===== src/rtl/eep_pkg.sv =====
package eep_pkg;

  localparam int BYTE_W = 8;

  localparam logic [BYTE_W-1:0] CMD_WRITE    = 8'h00;
  localparam logic [BYTE_W-1:0] CMD_CURREAD  = 8'h80;
  localparam logic [BYTE_W-1:0] CMD_RANDREAD = 8'hC0;

  typedef enum logic [2:0] {
    ST_IDLE, ST_CMD, ST_FLAG, ST_ADDR, ST_WDATA, ST_RDATA, ST_HALT
  } eepState_t;

  typedef enum logic [1:0] {
    OP_WRITE, OP_CURREAD, OP_RANDREAD, OP_NONE
  } eepOp_t;

  // one-cycle strobes from control to datapath
  typedef struct packed {
    logic shiftIn;
    logic latchFlag;
    logic showFlag;
    logic loadWrAddr;
    logic loadRdAddr;
    logic pushData;
    logic loadRead;
    logic shiftOut;
    logic commit;
  } eepStrobe_t;

endpackage


===== src/rtl/eep_sync.sv =====
module eep_sync #(
  parameter int WIDTH = 3,
  parameter int STAGES = 2,
  parameter logic [WIDTH-1:0] RESET_VAL = '0
) (
  input  logic             clk,
  input  logic             rstN,
  input  logic [WIDTH-1:0] rawIn,
  output logic [WIDTH-1:0] syncOut
);

  for (genvar g = 0; g < WIDTH; g++) begin : gBit
    logic [STAGES-1:0] chain;
    always_ff @(posedge clk) begin
      if (!rstN) chain <= {STAGES{RESET_VAL[g]}};
      else       chain <= {chain[STAGES-2:0], rawIn[g]};
    end
    assign syncOut[g] = chain[STAGES-1];
  end

endmodule


===== src/rtl/eep_ctrl.sv =====
module eep_ctrl
  import eep_pkg::*;
(
  input  logic              clk,
  input  logic              rstN,
  input  logic              sclRise,
  input  logic              sclFall,
  input  logic              startEvt,
  input  logic              stopEvt,
  input  logic [BYTE_W-1:0] rxByte,
  output eepStrobe_t        stb,
  output logic              sdaOe,
  output logic              inFlag
);

  eepState_t state, nState;
  eepOp_t    op, nOp;
  logic [2:0] bitCnt, nBit;
  logic       oeReg, nOe;

  function automatic eepOp_t decodeCmd(input logic [BYTE_W-1:0] c);
    case (c)
      CMD_WRITE:    return OP_WRITE;
      CMD_CURREAD:  return OP_CURREAD;
      CMD_RANDREAD: return OP_RANDREAD;
      default:      return OP_NONE;
    endcase
  endfunction

  always_comb begin
    stb    = '0;
    nState = state;
    nOp    = op;
    nBit   = bitCnt;
    nOe    = oeReg;
    if (stopEvt) begin
      stb.commit = (state == ST_WDATA);
      nState     = ST_IDLE;
      nOe        = 1'b0;
    end else if (startEvt) begin
      nState = ST_CMD;
      nBit   = '0;
      nOe    = 1'b0;
    end else begin
      case (state)
        ST_CMD: if (sclRise) begin
          stb.shiftIn = 1'b1;
          nBit        = 3'(bitCnt + 1);
          if (bitCnt == 3'd7) begin
            stb.latchFlag = 1'b1;
            nOp           = decodeCmd(rxByte);
            nState        = ST_FLAG;
          end
        end
        ST_FLAG: begin
          if (sclFall && bitCnt == 3'd0 && !oeReg) begin
            nOe          = 1'b1;
            stb.showFlag = 1'b1;
          end
          if (sclRise) begin
            nBit = 3'(bitCnt + 1);
            if (bitCnt == 3'd7) begin
              case (op)
                OP_WRITE, OP_RANDREAD: nState = ST_ADDR;
                OP_CURREAD:            nState = ST_RDATA;
                default:               nState = ST_HALT;
              endcase
            end
          end
        end
        ST_ADDR: begin
          if (sclFall) nOe = 1'b0;
          if (sclRise) begin
            stb.shiftIn = 1'b1;
            nBit        = 3'(bitCnt + 1);
            if (bitCnt == 3'd7) begin
              if (op == OP_WRITE) begin
                stb.loadWrAddr = 1'b1;
                nState         = ST_WDATA;
              end else begin
                stb.loadRdAddr = 1'b1;
                nState         = ST_RDATA;
              end
            end
          end
        end
        ST_WDATA: if (sclRise) begin
          stb.shiftIn  = 1'b1;
          nBit         = 3'(bitCnt + 1);
          stb.pushData = (bitCnt == 3'd7);
        end
        ST_RDATA: begin
          if (sclFall) begin
            nOe          = 1'b1;
            stb.loadRead = (bitCnt == 3'd0);
            stb.shiftOut = (bitCnt != 3'd0);
          end
          if (sclRise) nBit = 3'(bitCnt + 1);
        end
        ST_HALT: if (sclFall) nOe = 1'b0;
        default: ;
      endcase
    end
  end

  always_ff @(posedge clk) begin
    if (!rstN) begin
      state  <= ST_IDLE;
      op     <= OP_NONE;
      bitCnt <= '0;
      oeReg  <= 1'b0;
    end else begin
      state  <= nState;
      op     <= nOp;
      bitCnt <= nBit;
      oeReg  <= nOe;
    end
  end

  assign sdaOe  = oeReg;
  assign inFlag = (state == ST_FLAG);

endmodule


===== src/rtl/eep_datapath.sv =====
module eep_datapath
  import eep_pkg::*;
#(
  parameter int ADDR_W = 8,
  parameter int BUF_DEPTH = 4,
  parameter int WRITE_CYCLES = 64
) (
  input  logic              clk,
  input  logic              rstN,
  input  eepStrobe_t        stb,
  input  logic              sdaBit,
  output logic [BYTE_W-1:0] rxByte,
  output logic              sdaOut,
  output logic              wrBusy
);

  localparam int MEM_DEPTH = 1 << ADDR_W;
  localparam int BUF_IW    = (BUF_DEPTH > 1) ? $clog2(BUF_DEPTH) : 1;
  localparam int CNT_W     = $clog2(BUF_DEPTH + 1);
  localparam int TMR_W     = (WRITE_CYCLES > 1) ? $clog2(WRITE_CYCLES) : 1;

  logic [BYTE_W-1:0] memArr [MEM_DEPTH];
  logic [BYTE_W-1:0] bufArr [BUF_DEPTH];
  logic [BYTE_W-1:0] rxShift, txShift;
  logic              txBit, flagReg, writeOk, wrActive;
  logic [ADDR_W-1:0] curAddr, bufAddr, wrAddr;
  logic [BUF_IW-1:0] bufWrIdx, wrRdIdx;
  logic [CNT_W-1:0]  bufCnt, wrLeft;
  logic [TMR_W-1:0]  wrTimer;
  logic              wrFire;

  assign rxByte = {rxShift[BYTE_W-2:0], sdaBit};
  assign wrFire = wrActive && (wrTimer == TMR_W'(WRITE_CYCLES - 1));

  always_ff @(posedge clk) begin
    if (!rstN) begin
      for (int i = 0; i < MEM_DEPTH; i++) memArr[i] <= '0;
    end else if (wrFire) begin
      memArr[wrAddr] <= bufArr[wrRdIdx];
    end
  end

  always_ff @(posedge clk) begin
    if (!rstN) begin
      for (int i = 0; i < BUF_DEPTH; i++) bufArr[i] <= '0;
    end else if (stb.pushData) begin
      bufArr[bufWrIdx] <= rxByte;
    end
  end

  always_ff @(posedge clk) begin
    if (!rstN) begin
      rxShift  <= '0;
      txShift  <= '0;
      txBit    <= 1'b0;
      flagReg  <= 1'b0;
      writeOk  <= 1'b0;
      wrActive <= 1'b0;
      curAddr  <= '0;
      bufAddr  <= '0;
      wrAddr   <= '0;
      bufWrIdx <= '0;
      wrRdIdx  <= '0;
      bufCnt   <= '0;
      wrLeft   <= '0;
      wrTimer  <= '0;
    end else begin
      if (stb.shiftIn) rxShift <= rxByte;
      if (stb.latchFlag) begin
        flagReg  <= wrActive;
        writeOk  <= !wrActive;
        bufCnt   <= '0;
        bufWrIdx <= '0;
      end
      if (stb.showFlag) txBit <= flagReg;
      if (stb.loadWrAddr) bufAddr <= ADDR_W'(rxByte);
      if (stb.pushData) begin
        bufWrIdx <= (bufWrIdx == BUF_IW'(BUF_DEPTH - 1)) ? '0 : BUF_IW'(bufWrIdx + 1'b1);
        if (bufCnt != CNT_W'(BUF_DEPTH)) bufCnt <= CNT_W'(bufCnt + 1'b1);
      end
      if (stb.commit && writeOk && bufCnt != '0 && !wrActive) begin
        wrActive <= 1'b1;
        wrTimer  <= '0;
        wrAddr   <= bufAddr;
        wrRdIdx  <= '0;
        wrLeft   <= bufCnt;
      end
      if (wrActive) begin
        if (wrFire) begin
          wrTimer <= '0;
          wrAddr  <= ADDR_W'(wrAddr + 1'b1);
          curAddr <= ADDR_W'(wrAddr + 1'b1);
          wrRdIdx <= BUF_IW'(wrRdIdx + 1'b1);
          wrLeft  <= CNT_W'(wrLeft - 1'b1);
          if (wrLeft == CNT_W'(1)) wrActive <= 1'b0;
        end else begin
          wrTimer <= TMR_W'(wrTimer + 1'b1);
        end
      end
      if (stb.loadRdAddr) curAddr <= ADDR_W'(rxByte);
      if (stb.loadRead) begin
        txBit   <= memArr[curAddr][BYTE_W-1];
        txShift <= memArr[curAddr] << 1;
        curAddr <= ADDR_W'(curAddr + 1'b1);
      end
      if (stb.shiftOut) begin
        txBit   <= txShift[BYTE_W-1];
        txShift <= txShift << 1;
      end
    end
  end

  assign sdaOut = txBit;
  assign wrBusy = wrActive;

endmodule


===== src/rtl/serial_eeprom_slave.sv =====
module serial_eeprom_slave
  import eep_pkg::*;
#(
  parameter int ADDR_W = 8,
  parameter int BUF_DEPTH = 4,
  parameter int WRITE_CYCLES = 64,
  parameter int SYNC_STAGES = 2
) (
  input  logic clk,
  input  logic rstN,
  input  logic sclIn,
  input  logic csIn,
  input  logic sdaIn,
  output logic sdaOut,
  output logic sdaOe
);

  logic [2:0] pinSync;
  logic       sclLvl, csLvl, sdaLvl, sclPrev, csPrev;
  logic       sclRise, sclFall, startEvt, stopEvt, inFlag, wrBusy;
  logic [BYTE_W-1:0] rxByte;
  eepStrobe_t stb;

  eep_sync #(.WIDTH(3), .STAGES(SYNC_STAGES), .RESET_VAL(3'b101)) u_sync (
    .clk(clk), .rstN(rstN), .rawIn({sdaIn, csIn, sclIn}), .syncOut(pinSync)
  );

  assign {sdaLvl, csLvl, sclLvl} = pinSync;

  always_ff @(posedge clk) begin
    if (!rstN) begin
      sclPrev <= 1'b1;
      csPrev  <= 1'b0;
    end else begin
      sclPrev <= sclLvl;
      csPrev  <= csLvl;
    end
  end

  assign sclRise  = sclLvl && !sclPrev;
  assign sclFall  = !sclLvl && sclPrev;
  assign startEvt = csLvl && !csPrev && sclLvl;
  assign stopEvt  = !csLvl && csPrev && sclLvl;

  eep_ctrl u_ctrl (
    .clk(clk), .rstN(rstN), .sclRise(sclRise), .sclFall(sclFall),
    .startEvt(startEvt), .stopEvt(stopEvt), .rxByte(rxByte),
    .stb(stb), .sdaOe(sdaOe), .inFlag(inFlag)
  );

  eep_datapath #(.ADDR_W(ADDR_W), .BUF_DEPTH(BUF_DEPTH), .WRITE_CYCLES(WRITE_CYCLES)) u_dp (
    .clk(clk), .rstN(rstN), .stb(stb), .sdaBit(sdaLvl),
    .rxByte(rxByte), .sdaOut(sdaOut), .wrBusy(wrBusy)
  );

endmodule


===== config.mk =====
export PLATFORM = sky130hd
export DESIGN_NAME = serial_eeprom_slave
export DESIGN_NICKNAME = d
export VERILOG_FILES = /design/src/rtl/eep_pkg.sv /design/src/rtl/eep_sync.sv /design/src/rtl/eep_ctrl.sv /design/src/rtl/eep_datapath.sv /design/src/rtl/serial_eeprom_slave.sv
export SDC_FILE = /design/constraint.sdc
export NUM_CORES = 2
export LEC_CHECK = 0
export BUFFER_PORTS_ARGS = -buffer_cell sky130_fd_sc_hd__buf_2
export CORE_MARGIN = 2
export CORE_UTILIZATION = 40
export CTS_CLUSTER_DIAMETER = 120
export CTS_CLUSTER_SIZE = 10
export DETAILED_ROUTE_END_ITERATION = 8
export PLACE_DENSITY_LB_ADDON = 0.08
export SLEW_MARGIN = 25
export SYNTH_ARGS = -nofsm -noshare
export SYNTH_HDL_FRONTEND = slang
export SYNTH_HIERARCHICAL = 1
export SYNTH_SLANG_ARGS = --single-unit

===== constraint.sdc =====
create_clock -name clk -period 3.35 [get_ports clk]
set_input_delay 0.67 -clock clk [delete_from_list [all_inputs] [get_ports clk]]
set_output_delay 0.67 -clock clk [all_outputs]
set_load 0.05 [all_outputs]

==> metrics.txt <==
Post-Syn Area per Cell between 10 and 15 sq um; Worst Reg2Reg Path Length in Cells 10; Die W slightly below 500 um; Syn Std Cell Area 0.0948 sq mm; nets@finish just over 7000; relative slew slack about a third; total chip power approximately 56 mW; reg2reg setup slack -0.003 ns; worst-path cell chain buf_12, and2_2, buf_4, a22oi_1, a21oi_1, nor3_1, buf_4, a221oi_1, a2111oi_1, a211oi_1; Total GRT Usage 25.7%; CP Buf/Inv Count 3; Area after DPL around 0.10 sq mm; FILL cells about 21000; post-route DRC violation count 0; status complete, but fails checks; Arr. time, crit path between 4 and 5 ns; delay-heaviest family, CP compound AO/OA/AOI/OAI gates; unrepaired setup endpoints after global routing false; Max stage delay on crit path between 0.7 and 0.8 ns; Layout Cells excl Fill 10400; row count around 180; Hold WC Path Type input port to flip-flop; leak pwr 37.0 nW; Max Cap Viol 0; Setup Crit Path Kind flip-flop to flip-flop; Critical Path Stages 10; worst-margin pin slew approximately 1.0 ns; first-pass GRT wire length about 450 mm; clock root cell clkbuf_16; worst hold stages 3; TritonCTS clock tree yes; vias around 60000; post-route ant nets 0; Reg clk slew, reported paths around 0.060 ns; startpoint types flip-flop; drt total wl ~310 mm; Detailed Route Iter0 Violations just under 7000; core area 0.235 sq mm; final setup fails 1; DIE AREA 0.241 sq mm; endpoint type of the worst setup path flip-flop; most frequent CP cell buf_4; Area Growth Syn to Fin 15.0%; Ys Warns 6; antenna violations before repair 9; Cells after Synth roughly 6900; crit share post-route 100%; ratio of cells with drive above 1 in the final layout around a fifth; Cells after DPL 10100; Max Clock Freq a little under 0.3 GHz; number of global-route vias before repair around 59000; Worst Path Required roughly 4.1 ns; Clock Path Buffers 3; final core occ between 40% and 50%; most frequent cells in the layout 2147 x nor2_1, 2080 x edfxtp_1, 682 x nand2_1; Worst-Skew Late Latency roughly 0.87 ns; pwr dens between 500 and 600 mW/mm^2; fin area approximately 0.11 sq mm; Syn Nets a little under 7000; Peak VDD IR around 0.00044 V; vias per cell 5.75; IO Port Bufs 6; num ports 7; final worst-path setup slack -0.00337 ns; crit path capture u_dp/txShift[7]$_SDFFE_PN0P_; drt first pass iters 6; R2R Path End u_dp/txShift[7]$_SDFFE_PN0P_; H-tree Lvls 4; Final GP Congestion 0.881; Overflow after GRT 0; most common cell after layout, fill and taps aside nor2_1; TritonCTS Sinks around 2200; Die Span Y 491 um; violated checks negative setup slack; clk_skew about 0.046 ns; CP max-delay cell a221oi_1; Hold Vio Cnt, Final 0; Place WS -0.192 ns; minimum clock period approximately 3.4 ns; Slew Limit Fails 0; largest net degree at the start of global routing slightly below 90; routed length per instance about 30 um; dpl hpwl about 210 mm; Initial Utilization 40.3%; Max Fanout on Critical Path 14; cts bufs inserted 234
state kept, by name, summed over array words and instances, names as in the netlist, 2 cells and up, named ones only:
signal,count
u_dp/bufArr,32
u_dp/wrTimer,6
u_sync/gBit.chain,6
u_dp/bufWrIdx,2
u_dp/wrLeft,3
u_ctrl/state,3
u_ctrl/op,2
u_dp/wrAddr,8
u_dp/bufAddr,8
u_dp/rxShift,7
u_ctrl/bitCnt,3
u_dp/bufCnt,3
u_dp/curAddr,8
u_dp/txShift,7
u_dp/memArr,2048
u_dp/wrRdIdx,2
through the flow:
| step | hold WS (ns) | TNS [ns] |
|---|---|---|
| 2_1_floorplan | 0.386 | 0 |
| 3_3_place_gp | 0.409 | -1.58 |
| 3_5_place_dp | 0.425 | -0.468 |
| 4_1_cts | 0.255 | 0 |
| 5_1_grt | 0.297 | 0 |
| 6_report | 0.303 | -0.00337 |
layer usage:
metal / wire length [um] / global-route usage, % / vias to the layer above
met4: 8380 / 6.60 / 2
li1: - / - / 25700
met1: 136000 / 37.6 / 31400
met5: 7 / 0 / -
met2: 144000 / 39.9 / 2489
met3: 23900 / 4.45 / 400
tightest hold or removal path: cells and delay by family:
family	cells	cell delay, ns
simple gates	1	0.12
buf+inv	2	0.35
area by class of cell:
cell class / count / area, sq um / share of cell area (%)
inverter: 28 / 116 / 0.107
clock inverter: 13 / 194 / 0.178
tap: 3150 / 3940 / 3.62
antenna: 3 / 7.51 / 0.00689
timing repair buffer: 593 / 5890 / 5.40
clock buffer: 311 / 6190 / 5.68
multi-input combinational: 4161 / 28500 / 26.2
sequential: 2163 / 64100 / 58.8
power by group:
group	internal (mW)	leakage, nW	switching [mW]
Combinational	0.549	11.8	1.32
Sequential	30.4	22.1	0.283
Clock	12.6	3.08	10.4
what timing repair did:
action                                  CTS  global route
setup buffers                             3             2
endpoints found under the setup margin    5            30
gates cloned                              0             0
hold buffers                              3             0
resized for setup                         3            10
hold endpoints to repair                  3             0
worst min-delay path by stage:
stage / to / slack (ns) / from
after detailed placement: u_sync/gBit[2].chain[1]$_SDFF_PN1_ / 0.43 / u_sync/gBit[2].chain[0]$_SDFF_PN1_
final: u_sync/gBit[2].chain[1]$_SDFF_PN1_ / 0.30 / rstN
after global placement: u_sync/gBit[2].chain[1]$_SDFF_PN1_ / 0.41 / u_sync/gBit[2].chain[0]$_SDFF_PN1_
after global routing: u_sync/gBit[2].chain[0]$_SDFF_PN1_ / 0.30 / rstN
after floorplan: u_sync/gBit[0].chain[1]$_SDFF_PN1_ / 0.39 / u_sync/gBit[0].chain[0]$_SDFF_PN1_
after CTS: sclPrev$_SDFF_PN1_ / 0.26 / rstN
(Power assumes the default switching activity.)
